**config.mk**
```make
export PLATFORM = sky130hd
export DESIGN_NAME = tsel_top
export DESIGN_NICKNAME = d
export VERILOG_FILES = /design/src/rtl/tsel_range_chk.sv /design/src/rtl/tsel_pick.sv /design/src/rtl/tsel_top.sv
export SDC_FILE = /design/constraint.sdc
export NUM_CORES = 1
export LEC_CHECK = 0
export BUFFER_PORTS_ARGS = -buffer_cell sky130_fd_sc_hd__buf_2
export CAP_MARGIN = 20
export CORE_UTILIZATION = 45
export CTS_CLUSTER_DIAMETER = 50
export DETAILED_ROUTE_END_ITERATION = 8
export GPL_TIMING_DRIVEN = 1
export PLACE_DENSITY = 0.75
export SLEW_MARGIN = 30
export SYNTH_ARGS = -nofsm -noshare
export SYNTH_HDL_FRONTEND = slang
export SYNTH_SLANG_ARGS = --single-unit
```
**constraint.sdc**
```tcl
create_clock -name clk -period 1 [get_ports clk]
set_input_delay 0 -clock clk [delete_from_list [all_inputs] [get_ports clk]]
set_output_delay 0 -clock clk [all_outputs]
set_load 0.02 [all_outputs]
```
**src/rtl/tsel_range_chk.sv**
```systemverilog
module tsel_range_chk #(
  parameter int ADDR_W = 64,
  parameter int IGN_W  = 8,
  parameter bit ONES   = 1'b0,
  localparam int TSZ_W = $clog2(ADDR_W)
) (
  input  logic [ADDR_W-1:0] addr_i,
  input  logic [TSZ_W-1:0]  tsz_i,
  input  logic              ign_top_i,
  output logic              hit_o
);
  // Bits that take part in the check: from ADDR_W-tsz upward,
  // stopping below the ignored top byte when that is active.
  function automatic logic [ADDR_W-1:0] chk_mask(input int tsz, input int ign);
    logic [ADDR_W-1:0] m;
    for (int p = 0; p < ADDR_W; p++) begin
      m[p] = (p >= ADDR_W - tsz) && (p < ADDR_W - ign);
    end
    return m;
  endfunction

  logic [ADDR_W-1:0] mask;
  logic              cond;

  always_comb begin
    mask = chk_mask(int'(tsz_i), ign_top_i ? IGN_W : 0);
    if (ONES) cond = ((addr_i & mask) == mask);
    else      cond = ((addr_i & mask) == '0);
  end

  assign hit_o = (tsz_i != '0) && cond;
endmodule

```
**src/rtl/tsel_pick.sv**
```systemverilog
module tsel_pick (
  input  logic hit0_i,
  input  logic hit1_i,
  input  logic tsz0_zero_i,
  input  logic tsz1_zero_i,
  output logic region_o,
  output logic fault_o
);
  always_comb begin
    region_o = 1'b0;
    fault_o  = 1'b0;
    if (hit0_i)           region_o = 1'b0;
    else if (hit1_i)      region_o = 1'b1;
    else if (tsz0_zero_i) region_o = 1'b0;
    else if (tsz1_zero_i) region_o = 1'b1;
    else                  fault_o  = 1'b1;
  end
endmodule

```
**src/rtl/tsel_top.sv**
```systemverilog
module tsel_top #(
  parameter int ADDR_W = 64,
  parameter int IGN_W  = 8,
  localparam int TSZ_W = $clog2(ADDR_W),
  localparam int SEL_BIT = ADDR_W - 1 - IGN_W
) (
  input  logic              clk,
  input  logic              rst_n,
  input  logic              req_i,
  input  logic [ADDR_W-1:0] addr_i,
  input  logic [TSZ_W-1:0]  tsz0_i,
  input  logic [TSZ_W-1:0]  tsz1_i,
  input  logic              tbi0_i,
  input  logic              tbi1_i,
  output logic              vld_o,
  output logic              region_o,
  output logic              fault_o
);
  logic             ign_top;
  logic [1:0]       hit;
  logic [TSZ_W-1:0] tsz_arr [2];
  logic             region_nx;
  logic             fault_nx;

  // selector bit picks which ignore enable applies
  assign ign_top = addr_i[SEL_BIT] ? tbi1_i : tbi0_i;
  assign tsz_arr[0] = tsz0_i;
  assign tsz_arr[1] = tsz1_i;

  for (genvar r = 0; r < 2; r++) begin : g_chk
    tsel_range_chk #(
      .ADDR_W (ADDR_W),
      .IGN_W  (IGN_W),
      .ONES   (r == 1)
    ) chk_i (
      .addr_i    (addr_i),
      .tsz_i     (tsz_arr[r]),
      .ign_top_i (ign_top),
      .hit_o     (hit[r])
    );
  end

  tsel_pick pick_i (
    .hit0_i      (hit[0]),
    .hit1_i      (hit[1]),
    .tsz0_zero_i (tsz0_i == '0),
    .tsz1_zero_i (tsz1_i == '0),
    .region_o    (region_nx),
    .fault_o     (fault_nx)
  );

  always_ff @(posedge clk or negedge rst_n) begin
    if (!rst_n) begin
      vld_o    <= 1'b0;
      region_o <= 1'b0;
      fault_o  <= 1'b0;
    end else begin
      vld_o <= req_i;
      if (req_i) begin
        region_o <= region_nx;
        fault_o  <= fault_nx;
      end
    end
  end

  p_vld_after_req_r1: assert property (@(posedge clk) disable iff (!rst_n)
    req_i |=> vld_o);
  p_no_vld_idle_r1: assert property (@(posedge clk) disable iff (!rst_n)
    !req_i |=> !vld_o);
  p_r0_priority_r4: assert property (@(posedge clk) disable iff (!rst_n)
    (req_i && hit[0]) |=> (!region_o && !fault_o));
  p_r1_match_r5: assert property (@(posedge clk) disable iff (!rst_n)
    (req_i && !hit[0] && hit[1]) |=> (region_o && !fault_o));
  p_fault_gap_r8: assert property (@(posedge clk) disable iff (!rst_n)
    fault_nx |-> (!hit[0] && !hit[1] && tsz0_i != '0 && tsz1_i != '0));
  p_fault_region_r8: assert property (@(posedge clk) disable iff (!rst_n)
    fault_o |-> !region_o);
  p_hold_idle_r9: assert property (@(posedge clk) disable iff (!rst_n)
    !req_i |=> ($stable(region_o) && $stable(fault_o)));
endmodule

```
==> results of run 1 <==
[per-layer routing]
| layer | vias to the layer above | track usage [%] | wire length, um |
|---|---|---|---|
| met5 | - | 0 | 0 |
| met4 | 0 | 34.4 | 1740 |
| met3 | 206 | 9.34 | 2270 |
| met2 | 548 | 79.7 | 8220 |
| met1 | 2608 | 52.5 | 6230 |
| li1 | 2464 | - | - |
[worst max path at each step]
stage / endpoint / slack (ns) / cells after the start
CTS: fault_o / -1.37 / 9
global placement: fault_o / -1.68 / 11
detailed placement: fault_o / -1.73 / 11
floorplan: fault_o / -1.35 / 12
global route: region_o / -1.54 / 14
finish: region_o / -1.46 / 11
[repair_timing]
| item | in CTS | in global routing |
|---|---|---|
| gates resized for setup | 10 | 58 |
| pin swaps | 1 | 27 |
| buffers inserted | 1 | 15 |
| hold buffers | 2 | 0 |
| endpoints found under the setup margin | 2 | 2 |
| endpoints found under the hold margin | 4 | 0 |
| gates cloned | 0 | 0 |
[power by group]
group / total, mW / switching [mW] / internal [mW] / leakage (nW)
Sequential: 0.136 / 0.00612 / 0.130 / 0.0350
Clock: 0.384 / 0.110 / 0.274 / 0.0228
Combinational: 2.72 / 1.43 / 1.29 / 2.48
[final cells by class]
cell class	count	area share [%]
clock buffers	4	0.812
repair buffers	302	39.0
multi-input cells	425	55.4
flip-flops and latches	3	1.35
well taps	77	1.74
inverters	24	1.72
[cells by family (layout without fill, tap and decap cells)]
| group | after synthesis | count (layout) | synth area share, % |
|---|---|---|---|
| AO/OA/AOI/OAI | 220 | 220 | 51.9 |
| XOR/XNOR | 6 | 6 | 1.72 |
| adder cells (fa/ha/maj) | 7 | 7 | 2.87 |
| buffers and inverters | 58 | 330 | 7.74 |
| flip-flops | 3 | 3 | 2.46 |
| multiplexers | 5 | 5 | 1.68 |
| AND/OR/NAND/NOR | 187 | 187 | 31.6 |
[stage by stage]
stage | power (mW) | hold WS (ns) | TNS, ns
after global placement | 2.45 | -0.202 | -3.23
after detailed placement | 2.49 | -0.198 | -3.34
after floorplan | 1.23 | -0.296 | -2.59
after CTS | 2.89 | 0.114 | -2.68
after global routing | 3.34 | 0.136 | -3.07
final | 3.24 | 0.112 | -2.93
[worst max-delay path, cell delays in order]
cell	delay [ns]
buf_2	0.12
or4_4	0.54
buf_6	0.14
buf_4	0.15
o2bb2a_4	0.22
nand2_4	0.07
a211oi_2	0.09
a2111oi_2	0.33
nand4_1	0.17
o41a_1	0.47
a221oi_2	0.29
[flip-flops by register name (all words and copies together) (netlist names)]
register / cells
fault_o: 1
region_o: 1
vld_o: 1
[cell usage in the layout (no fill, tap or decap), types with 5 or more instances in the layout]
cell type and count:
buf_4 205, buf_2 78, nand3_1 5, or2_2 7
nand4_1 6, o21a_1 6, a211oi_1 7, nand2b_1 8
nor2_1 38, a21o_1 5, or4_1 5, o31ai_1 8
o22ai_1 12, nor2b_1 15, a41o_1 5, o211ai_1 16
nor4_1 11, a21oi_1 33, nand2_1 40, o2111ai_1 5
inv_1 19, nor3_1 14, o221ai_1 5, buf_6 13
ha_1 5, a22oi_1 7, o21ai_0 34, a31oi_1 6
==> results.toml, run 1 <==
[outcome]
outcome = "finished with violations"
violations = "design-rule violations, negative setup slack"

[cts]
clk_path_buf_depth = 2
htree_levels = 1
clk_latency_ns = 0.22
clock_sinks = 3
cts_buffers = 3
root_buffer = "clkbuf_8"
path_clk_slew_ns = 0.04
cts_tree = "done"

[global_routing]
grt_antenna_before_repair = 0
grt_start_max_net_pins = 21
grt_pass1_vias = 5455
grt_usage_pct = 47.0
grt_first_pass_wirelength_um = 26600
grt_overflow = 0

[timing]
rsz0062_at_grt = "yes"
tightest_slew_ns = 0.917
slew_headroom_pct = 38.4
fin_skew_ns = 0
finalCritPeriodShare_pct = 246
layout_min_cycle_time_ns = 2.46
setup_viol = 2
fmax_ghz = 0.406
slew_viol_final = 0
hold_violations = 0
worst_slack_ns = -1.46

[floorplanning]
core-area_um2 = 6460
die_area_um2 = 7130
pin_count = 84
start_util_pct = 47.3
dieHeight_um = 84.4
die_w_um = 84.4
rows = 29

[layout]
final_nets = 847
design_area_um2 = 5540
fillers = 416
layout.cells.non_filler = 835
regArea_um2 = 75.1
fin_util_pct = 85.8
multi_input_area_um2 = 3070
syn_to_final_growth_pct = 81.4
layout-drive-gt1-share_pct = 49.1
diodes = 0

[logic_synthesis]
yosysTopAreaCellShare_pct = 6.71
synth.most_common_cell = "nor2_1"
synth_cell_types = 76
yosysWarnings = 0
synthTopCellsByArea = "o21ai_0 6.7%, a21oi_1 5.7%, nor2_1 5.3%"
syn_area_um2 = 3060
ys.flop_type = "dfrtp_1"
synthArstFlopShare_pct = 100
syn-num-nets = 574
avgSynthCellArea_um2 = 6.29
synthCells = 486
yosys_register_bits = 3
synth-edff-count = 0
synth_common_cells = "43 x nor2_1, 42 x nand2_1, 41 x o21ai_0"
synth-seq-area-share_pct = 2.46
synth.largest_area_cell = "o21ai_0"

[pwr]
peakVddDrop_v = 0.000419
p_per_area_nw_per_um2 = 584
leakage_nw = 2.54

[drt]
finalWirelength_um = 18400
drc = 2
wl_per_cell_um = 22.1
firstDrtPassIters = 9
drtIter0Drc = 915
num_vias = 5826
vias_per_cell = 6.98
drtAntennaViolNets = 0

[setup_path]
endpoint_kind = "register"
critical_path_arrival_ns = 2.59
cp-start-kind = "input port"
setup.worst_path.start = "tsz1_i[2]"
r2r_slack_ns = 0.15
cp_max_fo = 5
r2r-end = "fault_o"
crit_type = "input port to register"
critPathRequiredTime_ns = 1.13
r2r-start = "fault_o"
r2r_cells = 2

[min_path]
hold_class = "input port to async pin"

[placed_design]
placed_cells = 813
dpl.hpwl_um = 13600
io_buffers = 83
pre_cts_ws_ns = -1.73
place_congestion = 1.12
place_area_um2 = 5100

[run]
drv_cap = 0
Power figures use the tool's default switching activity.
==> run 2, diff against run 1 <==
--- a/config.mk
+++ b/config.mk
@@ -5,7 +5,7 @@
 export SDC_FILE = /design/constraint.sdc
 export NUM_CORES = 1
 export LEC_CHECK = 0
-export BUFFER_PORTS_ARGS = -buffer_cell sky130_fd_sc_hd__buf_2
+export BUFFER_PORTS_ARGS = -buffer_cell sky130_fd_sc_hd__buf_4
 export CAP_MARGIN = 20
 export CORE_UTILIZATION = 45
 export CTS_CLUSTER_DIAMETER = 50
==> results.toml, run 2 <==
[outcome]
outcome = "did not finish"
lastStage = "global routing (5_1_grt)"
error = "[ERROR GRT-0232] Routing congestion too high. Check the congestion heatmap in the GUI."

[cts]
cts_buffers = 3
root_buffer = "clkbuf_8"
htree_levels = 1
clk_path_buf_depth = 2
clock_sinks = 3

[floorplanning]
dieHeight_um = 84.4
start_util_pct = 47.3
die_w_um = 84.4
rows = 29
pin_count = 84

[logic_synthesis]
syn_area_um2 = 3060
synth-seq-area-share_pct = 2.46
yosysWarnings = 0
synth-edff-count = 0
synthArstFlopShare_pct = 100
synth.most_common_cell = "nor2_1"
synth.largest_area_cell = "o21ai_0"
synthCells = 486
synth_common_cells = "43 x nor2_1, 42 x nand2_1, 41 x o21ai_0"
syn-num-nets = 574
synth_cell_types = 76
yosys_register_bits = 3
ys.flop_type = "dfrtp_1"
yosysTopAreaCellShare_pct = 6.71
avgSynthCellArea_um2 = 6.29
synthTopCellsByArea = "o21ai_0 6.7%, a21oi_1 5.7%, nor2_1 5.3%"

[placed_design]
place_area_um2 = 5280
io_buffers = 83
dpl.hpwl_um = 13900
place_congestion = 1.13

[global_routing]
grt_start_max_net_pins = 22
grt_overflow = 6
grt_usage_pct = 70.3

[timing]
crit_endpoint = "fault_o$_DFFE_PN0P_/D"
worst-ep-kind = "register input"
run 2: routing by layer:
| metal | GRT overflow | global-route usage (%) |
|---|---|---|
| met2 | 2 | 90.9 |
| met4 | 4 | 69.2 |
| met3 | 0 | 52.7 |
| met1 | 0 | 69.8 |
| met5 | 0 | 14.7 |
run 2: cell families after synthesis:
group,Yosys count,share of synthesized area (%)
compound gates,220,51.9
simple gates,187,31.6
buf+inv,58,7.74
fa+ha+maj,7,2.87
xor+xnor,6,1.72
mux,5,1.68
flops,3,2.46
run 2: through the flow:
step                instances  setup WS [ns]
floorplan                 486          -1.35
global placement          809          -1.55
detailed placement        809          -1.65
CTS                       818          -1.33
run 2: what timing repair did:
action	CTS
resized for setup	30
hold endpoints to repair	5
setup buffers	3
pin swaps	12
hold buffers	2
setup endpoints to repair	2
==> run 3, diff against run 2 <==
--- a/config.mk
+++ b/config.mk
@@ -7,11 +7,10 @@
 export LEC_CHECK = 0
 export BUFFER_PORTS_ARGS = -buffer_cell sky130_fd_sc_hd__buf_4
 export CAP_MARGIN = 20
-export CORE_UTILIZATION = 45
-export CTS_CLUSTER_DIAMETER = 50
+export CORE_UTILIZATION = 30
 export DETAILED_ROUTE_END_ITERATION = 8
 export GPL_TIMING_DRIVEN = 1
-export PLACE_DENSITY = 0.75
+export PLACE_DENSITY_LB_ADDON = 0.15
 export SLEW_MARGIN = 30
 export SYNTH_ARGS = -nofsm -noshare
 export SYNTH_HDL_FRONTEND = slang
==> results.toml, run 3 (synthesis results as in run 1) <==
[placed_design]
placed_cells = 871
dpl.hpwl_um = 15200
io_buffers = 83
place_congestion = 1.01

[outcome]
violations = "negative setup slack"
outcome = "finished with violations"

[global_routing]
grt_usage_pct = 34.9
grt_pass1_vias = 5130
grt_first_pass_wirelength_um = 28000
grt_start_max_net_pins = 16
grt_overflow = 0
grt_antenna_before_repair = 0

[cts]
root_buffer = "clkbuf_8"
clk_path_buf_depth = 2
path_clk_slew_ns = 0.04
htree_levels = 1
clk_latency_ns = 0.22
cts_tree = "done"
clock_sinks = 3
cts_buffers = 3

[pwr]
p_comb_share_pct = 84.3
peakVddDrop_v = 0.000753
p_int_mw = 1.74
seqPwrFrac_pct = 4.2
p_per_area_nw_per_um2 = 559
swShare_pct = 45.7
clockPowerShare_pct = 11.5
leakage_nw = 2.59
switching_power_mw = 1.46

[floorplanning]
die_w_um = 103
start_util_pct = 31.1
pin_count = 84
core-area_um2 = 9820
dieHeight_um = 103
die_area_um2 = 10600
rows = 36

[timing]
finalCritPeriodShare_pct = 243
rsz0062_at_grt = "yes"
hold_violations = 0
fin_skew_ns = 0
layout_min_cycle_time_ns = 2.43
holdWs_ns = 0.123
fmax_ghz = 0.412
setup_viol = 2
worst_slack_ns = -1.43
slew_viol_final = 0
tightest_slew_ns = 0.714
slew_headroom_pct = 52.0

[layout]
layout-drive-gt1-share_pct = 48.1
regArea_um2 = 75.1
fillers = 995
multi_input_area_um2 = 3040
layout.cells.non_filler = 887
final_nets = 843
final_cell_mix = "289 x buf_4, 42 x nor2_1, 39 x nand2_1"
top_regs = "fault_o x1, region_o x1, vld_o x1"
final_common_cell = "buf_4"
diodes = 0
syn_to_final_growth_pct = 87.0

[drt]
wl_per_cell_um = 20.7
drtAntennaViolNets = 0
vias_per_cell = 5.94
drc = 0
drtIter0Drc = 416
finalWirelength_um = 18300
firstDrtPassIters = 5
num_vias = 5273

[setup_path]
cp_max_fo = 7
critical_path_arrival_ns = 2.53
r2r_cells = 2
r2r_slack_ns = 0.17
endpoint_kind = "register"
crit_type = "input port to register"
cp-start-kind = "input port"
critPathRequiredTime_ns = 1.10

[min_path]
hold_class = "input port to async pin"

[run]
drv_cap = 0
## run 3: metal layers
| layer | up-vias | share of wire (%) | wire, um | global-route usage [%] |
|---|---|---|---|---|
| met5 | - | 0 | 0 | 0 |
| met1 | 2478 | 45 | 8290 | 49.7 |
| met3 | 24 | 10 | 1880 | 6.24 |
| li1 | 2454 | - | - | - |
| met4 | 0 | 1.5 | 279 | 6.18 |
| met2 | 317 | 43 | 7900 | 55.3 |
## run 3: final cells by class
type	instances	share of cell area (%)
inverter	24	1.66
clock buffer	4	0.788
timing repair buffer	298	40.2
sequential	3	1.31
multi-input combinational	425	53.1
tap	133	2.91
## run 3: metrics by stage
| step | power, mW | utilization [%] | worst slack [ns] | area (um^2) | TNS [ns] |
|---|---|---|---|---|---|
| after floorplan | 1.23 | - | -1.35 | 3240 | -2.59 |
| after global placement | 2.61 | 54.7 | -1.82 | 5370 | -3.51 |
| after detailed placement | 2.62 | 54.7 | -1.80 | 5370 | -3.51 |
| after CTS | 3.10 | 57.5 | -1.38 | 5640 | -2.74 |
| after global routing | 3.38 | 58.2 | -1.50 | 5720 | -2.98 |
| final | 3.20 | 58.2 | -1.43 | 5720 | -2.83 |
## run 3: repair_timing
item / 4_1_cts / 5_1_grt
pin swaps: 9 / 9
endpoints found under the hold margin: 4 / 0
buffers inserted: 9 / 1
setup endpoints to repair: 2 / 2
hold buffers: 2 / 0
resized for setup: 29 / 11
## run 3: path summary, 6_finish.rpt
kind / startpoint / endpoint
hold reg to reg: region_o / region_o
setup / recovery: tsz0_i[1] / fault_o
hold / removal: rst_n / region_o
setup reg to reg: fault_o / fault_o
min in group clk: addr_i[47] / fault_o
max in group asynchronous: rst_n / fault_o
## run 3: power by group through the flow
| stage | sequential (mW) | combinational (mW) | clock (mW) |
|---|---|---|---|
| CTS | 0.134 | 2.60 | 0.363 |
| finish | 0.135 | 2.70 | 0.367 |
| global route | 0.135 | 2.87 | 0.375 |
| global placement | 0.136 | 2.48 | 0 |
| floorplan | 0.145 | 1.09 | 0 |
| detailed placement | 0.135 | 2.48 | 0 |
## run 3: worst max-delay path, cell delays in order
cell	delay [ns]
buf_8	0.09
inv_4	0.04
ha_4	0.18
buf_6	0.15
buf_8	0.13
o31a_1	0.29
o41ai_2	0.21
a211o_1	0.16
a41o_1	0.18
o2111ai_1	0.09
or3_1	0.38
or4_4	0.45
a41o_1	0.20
==> run 4, diff against run 3 <==
--- a/config.mk
+++ b/config.mk
@@ -11,6 +11,7 @@
 export DETAILED_ROUTE_END_ITERATION = 8
 export GPL_TIMING_DRIVEN = 1
 export PLACE_DENSITY_LB_ADDON = 0.15
+export REMOVE_ABC_BUFFERS = 1
 export SLEW_MARGIN = 30
 export SYNTH_ARGS = -nofsm -noshare
 export SYNTH_HDL_FRONTEND = slang
==> results.toml, run 4 (synthesis results as in run 1) <==
[setup_path]
r2r-end = "fault_o"
r2r_cells = 2
r2r_slack_ns = 0.19
r2r-start = "fault_o"
critical_path_arrival_ns = 2.56
crit_end = "fault_o"
crit_type = "input port to register"
endpoint_kind = "register"
cp-start-kind = "input port"
cp_max_fo = 6
critPathRequiredTime_ns = 1.10
setup.worst_path.start = "tsz0_i[1]"

[layout]
layout.cells.non_filler = 896
final_cell_mix = "298 x buf_4, 41 x nor2_1, 40 x nand2_1"
design_area_um2 = 5630
diodes = 0
fin_util_pct = 57.3
syn_to_final_growth_pct = 84.2
top_regs = "fault_o x1, region_o x1, vld_o x1"
final_common_cell = "buf_4"
final_nets = 852
layout-drive-gt1-share_pct = 47.2

[global_routing]
grt_first_pass_wirelength_um = 26800
grt_usage_pct = 33.7
grt_pass1_vias = 4945
grt_antenna_before_repair = 0
grt_overflow = 0
grt_start_max_net_pins = 21

[cts]
path_clk_slew_ns = 0.04
clk_path_buf_depth = 2
cts_tree = "done"
htree_levels = 1
cts_buffers = 3
clk_latency_ns = 0.21
root_buffer = "clkbuf_8"
clock_sinks = 3

[floorplanning]
start_util_pct = 31.1
core-area_um2 = 9820
die_w_um = 103
dieHeight_um = 103
rows = 36
pin_count = 84
die_area_um2 = 10600

[timing]
rsz0062_at_grt = "yes"
finalCritPeriodShare_pct = 246
hold_violations = 0
layout_min_cycle_time_ns = 2.46
slew_viol_final = 0
holdWs_ns = 0.115
tightest_slew_ns = 0.698
fin_tns_setup_ns = -2.86
fmax_ghz = 0.406
slew_headroom_pct = 53.1
worst_slack_ns = -1.46
setup_viol = 2
fin_skew_ns = 0

[min_path]
hold_class = "input port to async pin"

[drt]
drc = 0
vias_per_cell = 5.78
drtAntennaViolNets = 0
wl_per_cell_um = 20.3
finalWirelength_um = 18200
drtIter0Drc = 359
firstDrtPassIters = 5
num_vias = 5175

[placed_design]
dpl.hpwl_um = 15200
place_congestion = 0.990
place_area_um2 = 5280
placed_cells = 877
io_buffers = 83

[pwr]
p_per_area_nw_per_um2 = 560
leakage_nw = 2.57
peakVddDrop_v = 0.000332

[outcome]
outcome = "finished with violations"
violations = "negative setup slack"

[run]
drv_cap = 0
## run 4: cell count changes in the layout (fill, tap and decap cells not counted), sizes merged
cell,change
buf,+9
## run 4: critical path: stages
cell	delay, ns
buf_6	0.10
buf_8	0.12
or4_4	0.56
o21ai_2	0.18
buf_4	0.12
buf_4	0.09
buf_4	0.10
a41oi_2	0.09
o31ai_1	0.24
nand4_1	0.19
or4_4	0.58
a41o_1	0.20
## run 4: final cells by class
cell class                 instances  area (um^2)
fill                            1010         4190
multi-input combinational        425         2900
timing repair buffer             307         2350
tap                              133          166
inverter                          24         90.1
sequential                         3         75.1
clock buffer                       4         45.0
## run 4: per-stage QoR
stage	total power, mW	setup slack (ns)
2_1_floorplan	1.04	-1.84
6_report	3.15	-1.46
4_1_cts	3.07	-1.44
3_5_place_dp	2.58	-2.05
3_3_place_gp	2.58	-1.95
5_1_grt	3.33	-1.56
## run 4: worst min path at each step
| stage | to | depth (start not counted) |
|---|---|---|
| final | vld_o | 2 |
| after global routing | vld_o | 2 |
| after CTS | vld_o | 2 |
| after detailed placement | vld_o | 1 |
| after global placement | vld_o | 1 |
| after floorplan | fault_o | 0 |
## run 4: routing by layer
metal	vias to the layer above	track usage [%]	wire, um
li1	2466	-	-
met1	2401	41.6	7510
met2	256	58.2	8690
met3	52	3.32	1100
met4	0	16.7	858
met5	-	0	0
## run 4: what timing repair did
action,CTS,global route
endpoints found under the hold margin,4,0
endpoints found under the setup margin,2,2
setup buffers,10,3
hold buffers,2,0
pin swaps,18,5
resized for setup,34,13
gates cloned,0,0
## run 4: report_power, final
part           total [mW]  internal, mW  switching (mW)
clock               0.361         0.273          0.0881
sequential          0.134         0.130         0.00386
combinational        2.66          1.34            1.32
